**src/rtl/msg_rx_decoder.sv**
```systemverilog
module msg_rx_decoder (
  input  logic         clk,
  input  logic         rst_n,
  input  logic         in_valid,
  input  logic         in_sop,
  input  logic         in_eop,
  input  logic [31:0]  in_data,
  input  logic [255:0] supp_mask,
  output logic         msg_hit,
  output logic         msg_unsup,
  output logic         msg_malformed,
  output logic [2:0]   msg_cat,
  output logic [1:0]   msg_fmt,
  output logic [7:0]   msg_code,
  output logic [15:0]  msg_rid,
  output logic         err_cor,
  output logic         err_nonfatal,
  output logic         err_fatal,
  output logic         pme_event,
  output logic         pme_turnoff,
  output logic [3:0]   intx_level
);
  localparam logic [2:0] CAT_INT = 3'd0, CAT_PM = 3'd1, CAT_ERR = 3'd2,
                         CAT_SLOT = 3'd3, CAT_VDM = 3'd4, CAT_UNK = 3'd5;

  logic [1:0]  beat_q;
  logic        is_msg_q, len0_q, has_d1_q;
  logic [1:0]  fmt_q;
  logic [7:0]  code_q;
  logic [15:0] rid_q;

  wire sop_b = in_valid && in_sop;
  wire d1_b  = in_valid && !in_sop && beat_q == 2'd1;
  wire done  = in_valid && in_eop;

  wire        type_msg = in_data[28:25] == 4'b0111;
  wire        e_msg   = sop_b ? type_msg : is_msg_q;
  wire [1:0]  e_fmt   = sop_b ? in_data[30:29] : fmt_q;
  wire        e_len0  = sop_b ? (in_data[9:0] == 10'd0) : len0_q;
  wire        e_d1    = d1_b || (!sop_b && has_d1_q);
  wire [7:0]  e_code  = d1_b ? in_data[7:0] : code_q;
  wire [15:0] e_rid   = d1_b ? in_data[31:16] : rid_q;

  wire malf = e_msg && (!e_d1 || (e_fmt == 2'b10 && e_len0));
  wire sup  = supp_mask[e_code];
  wire hit  = done && e_msg && !malf && sup;

  logic [2:0] cat;
  always_comb begin
    if (e_code[7:3] == 5'b00100)                          cat = CAT_INT;
    else if (e_code == 8'h18 || e_code == 8'h19 || e_code == 8'h1B) cat = CAT_PM;
    else if (e_code == 8'h12 || e_code == 8'h30 || e_code == 8'h31) cat = CAT_ERR;
    else if (e_code[7:4] == 4'h4)                         cat = CAT_SLOT;
    else if (e_code[7:1] == 7'b0111111)                   cat = CAT_VDM;
    else                                                  cat = CAT_UNK;
  end

  always_ff @(posedge clk) begin
    if (!rst_n) begin
      beat_q   <= 2'd0;
      is_msg_q <= 1'b0;
      len0_q   <= 1'b0;
      has_d1_q <= 1'b0;
      fmt_q    <= 2'd0;
      code_q   <= 8'd0;
      rid_q    <= 16'd0;
    end else if (in_valid) begin
      if (in_sop) begin
        beat_q   <= 2'd1;
        is_msg_q <= type_msg;
        fmt_q    <= in_data[30:29];
        len0_q   <= in_data[9:0] == 10'd0;
        has_d1_q <= 1'b0;
      end else if (beat_q == 2'd1) begin
        beat_q   <= 2'd2;
        has_d1_q <= 1'b1;
        code_q   <= in_data[7:0];
        rid_q    <= in_data[31:16];
      end
    end
  end

  always_ff @(posedge clk) begin
    if (!rst_n) begin
      msg_hit <= 1'b0; msg_unsup <= 1'b0; msg_malformed <= 1'b0;
      err_cor <= 1'b0; err_nonfatal <= 1'b0; err_fatal <= 1'b0;
      pme_event <= 1'b0; pme_turnoff <= 1'b0;
      msg_cat <= CAT_UNK; msg_fmt <= 2'd0; msg_code <= 8'd0; msg_rid <= 16'd0;
      intx_level <= 4'd0;
    end else begin
      msg_hit       <= hit;
      msg_unsup     <= done && e_msg && !malf && !sup;
      msg_malformed <= done && malf;
      err_cor       <= hit && e_code == 8'h30;
      err_nonfatal  <= hit && e_code == 8'h31;
      err_fatal     <= hit && e_code == 8'h12;
      pme_event     <= hit && e_code == 8'h18;
      pme_turnoff   <= hit && e_code == 8'h19;
      if (done && e_msg) begin
        msg_cat  <= cat;
        msg_fmt  <= e_fmt;
        msg_code <= e_code;
        msg_rid  <= e_rid;
      end
      if (hit && cat == CAT_INT)
        intx_level[e_code[1:0]] <= !e_code[2];
    end
  end
endmodule

```
**config.mk**
```make
export PLATFORM = sky130hd
export DESIGN_NAME = msg_rx_decoder
export DESIGN_NICKNAME = d
export VERILOG_FILES = /design/src/rtl/msg_rx_decoder.sv
export SDC_FILE = /design/constraint.sdc
export NUM_CORES = 1
export LEC_CHECK = 0
export CORE_AREA = 2 2 129 131
export CTS_BUF_LIST = sky130_fd_sc_hd__clkbuf_8
export DETAILED_ROUTE_END_ITERATION = 7
export DIE_AREA = 0 0 131 133
export PLACE_DENSITY = 0.74
export SLEW_MARGIN = 5
export SYNTH_ARGS = -nofsm -noshare
export SYNTH_HDL_FRONTEND = slang
export SYNTH_SLANG_ARGS = --single-unit
export TNS_END_PERCENT = 1
```
**constraint.sdc**
```tcl
create_clock -name clk -period 3.5 [get_ports clk]
set_input_delay 0.35 -clock clk [delete_from_list [all_inputs] [get_ports clk]]
set_output_delay 0.35 -clock clk [all_outputs]
set_load 0.02 [all_outputs]
```
==> results.toml <==
[outcome]
status = "complete, no violations"

[placement]
dp_hpwl_mm = 20.16
gp_congestion = 0.8833
port_buffers = 327

[grt]
globalRouteMet2Util_pct = 47.32
grtUsageMet3_pct = 8.290
track_usage_pct = 27.53
grt_pass1_wl_mm = 36.89
antenna_found_initial = 4
grt_pass1_vias = 6695
grt_start_max_net_pins = 66
overflow = 0
top_usage_layer = "met2"
grt_use_met1_pct = 31.89

[floorplanning]
core_um2 = 16170
die_y_um = 133
die_w_um = 131
rows = 47
dieArea_um2 = 17420
io_pins = 334
initial_core_util_pct = 32.94

[logic_synthesis]
synth_cells = 662
synth_cell_type_count = 62
yosysSeqAreaShare_pct = 26.69
synthArstFlopShare_pct = 0
synth.largest_area_cell = "dfxtp_1"
ys_ff_latch = 71
netlist_area_um2 = 5326
yosysWarnings = 0
synthFlopType = "dfxtp_1"
synth_edf_count = 0
synth_top_cell_area_share_pct = 26.69
ys_top_cells_by_area = "dfxtp_1 (27%), mux2i_1 (12%), nand2_1 (12%)"
avgSynthCellArea_um2 = 8.046
syn-num-nets = 955

[critical_path]
arrival_ns = 3.43
crit_chain = "clkdlybuf4s50_1, and4bb_2, buf_4, mux2i_4, buf_4, nor2_1, nand3_1, o221ai_2, nor4_2, o211ai_2, o311ai_0, o41ai_1"
worstSetupEndpointType = "register"
crit_path_max_incr_delay_ns = 0.42
cp_max_fo = 9
cp_num_buf_inv = 3
start_kind = "input port"
cpMaxStageDelayCell = "clkdlybuf4s50_1"
crit_required_ns = 3.72
cpMostUsedCell = "buf_4"
critPathKind = "input port to register"
cp_top_family = "simple AND/OR/NAND/NOR gates"

[routing]
vias = 6578
vias_per_cell = 5.313
wire_per_inst_um = 19.97
ant_nets = 0
drc = 0
drtPass1Iterations = 4
drt_iter0_markers = 375
routed_wl_mm = 24.73

[clock_network]
cts_setup_buffers = 0
numCtsBuffers = 9
path_clk_slew_ns = 0.08
cts-root-buf = "clkbuf_8"
cts_tree = "built"
cts.sinks = 71
clk_latency_ns = 0.35
ctsHtreeMaxLevel = 3
cts_hold_buf = 0
ctsResizeCount = 0
cts_buffer_depth = 2

[timing]
slew_headroom_pct = 62.56
setup_viol = 0
grt_setup_unrepaired = "false"
finalCritPeriodShare_pct = 91.69
skew_ns = 0.01332
slew_violations = 0
fmax_ghz = 0.3116
final-hold-violation-count = 0
hold_ws_ns = 0.3828
worst_pin_slew_ns = 0.5616
layout_min_cycle_time_ns = 3.209
setup_tns_ns = 0

[layout]
drive_gt1_share_pct = 11.53
fillers = 1501
regArea_um2 = 1421
multi_input_area_um2 = 3656
syn_to_final_growth_pct = 75.66
nets = 1303

[run]
max-cap-violations = 0

[power_and_ir_drop]
power.leakage_uw = 0.003695
ir_drop_mv = 0.2796
power_density_nw_per_um2 = 235.2

[hold_path]
hp-class = "input port to register"
-- registers in the layout, indices dropped and copies added, names as in the netlist, 2 cells and up --
name	count
msg_rid	16
msg_fmt	2
msg_code	8
beat_q	2
fmt_q	2
code_q	8
rid_q	16
intx_level	4
msg_cat	3
-- routing by layer --
layer,up-vias,part of all wire (%),wire length (um)
li1,3126,-,-
met1,3111,38,9397
met2,284,49,12060
met3,55,9.9,2447
met4,2,3.3,810
met5,-,0.053,13
-- per-stage QoR --
step | power, uW | instances | instance area, um^2 | setup slack [ns] | utilization (%)
after detailed placement | 1467 | 1219 | 9121 | 0.03834 | 56.40
final | 2201 | 1238 | 9356 | 0.2910 | 57.86
after global routing | 2300 | 1238 | 9356 | 0.2155 | 57.86
after floorplan | 1045 | 662 | 5326 | 0.8130 | -
after global placement | 1462 | 1219 | 9121 | 0.07200 | 56.40
after CTS | 2218 | 1235 | 9349 | 0.3883 | 57.81
-- logic make-up after synthesis --
family          count (synthesis)  synth area share (%)
simple gates                  313                 27.08
mux                            88                 20.79
compound gates                139                 20.16
buf+inv                        51                 5.285
flops                          71                 26.69
-- cells in the mapped netlist (all sizes together) (3+ instances only) --
library cell,count
nand4,4
nor3,3
nand3,35
nand2,166
nand2b,3
a211oi,5
clkbuf,17
a21oi,24
nor2,41
buf,32
o41ai,4
mux2,8
a32oi,8
nor2b,29
o211a,27
and3,6
o21ai,14
mux4,17
mux2i,63
and2,9
o211ai,7
a22oi,3
nor4,8
a31oi,17
o22ai,7
o311ai,6
a221oi,3
dfxtp,71
-- where the power goes --
group          switching [uW]  leakage, uW  internal, uW
Clock                     339     0.000108           409
Sequential               5.15     0.000573           816
Combinational             221      0.00301           410
-- layout make-up --
cell class,instances,area share [%]
Antenna cell,3,0.08024
Clock buffer,9,1.324
Clock inverter,7,1.110
Inverter,2,0.08024
Multi-Input combinational cell,540,39.07
Sequential cell,71,15.19
Tap cell,220,2.942
Timing Repair Buffer,386,40.20
-- tightest hold or removal path: stages --
cell and delay [ns]:
buf_2 0.12, nand2_1 0.16, nor2b_1 0.06
-- layout by cell type (no fill, tap or decap), drive strengths merged, types with 14 or more instances in the layout --
cell           instances
nor2b                 29
nand3                 35
nor2                  41
mux4                  17
dfxtp                 71
buf                   60
o21ai                 14
nand2                166
o211a                 27
a21oi                 24
mux2i                 63
clkdlybuf4s50        326
a31oi                 17
-- path summary, 6_finish.rpt --
path	startpoint	endpoint	slack [ns]	cells past startpoint
worst max-delay path	in_sop	intx_level[0]	0.29	12
worst min-delay path	rst_n	msg_hit	0.38	3
worst max register to register	beat_q[1]	intx_level[0]	0.39	11
worst min register to register	msg_code[7]	msg_code[7]	0.51	1
No activity file was read; power rests on OpenSTA's default activity.
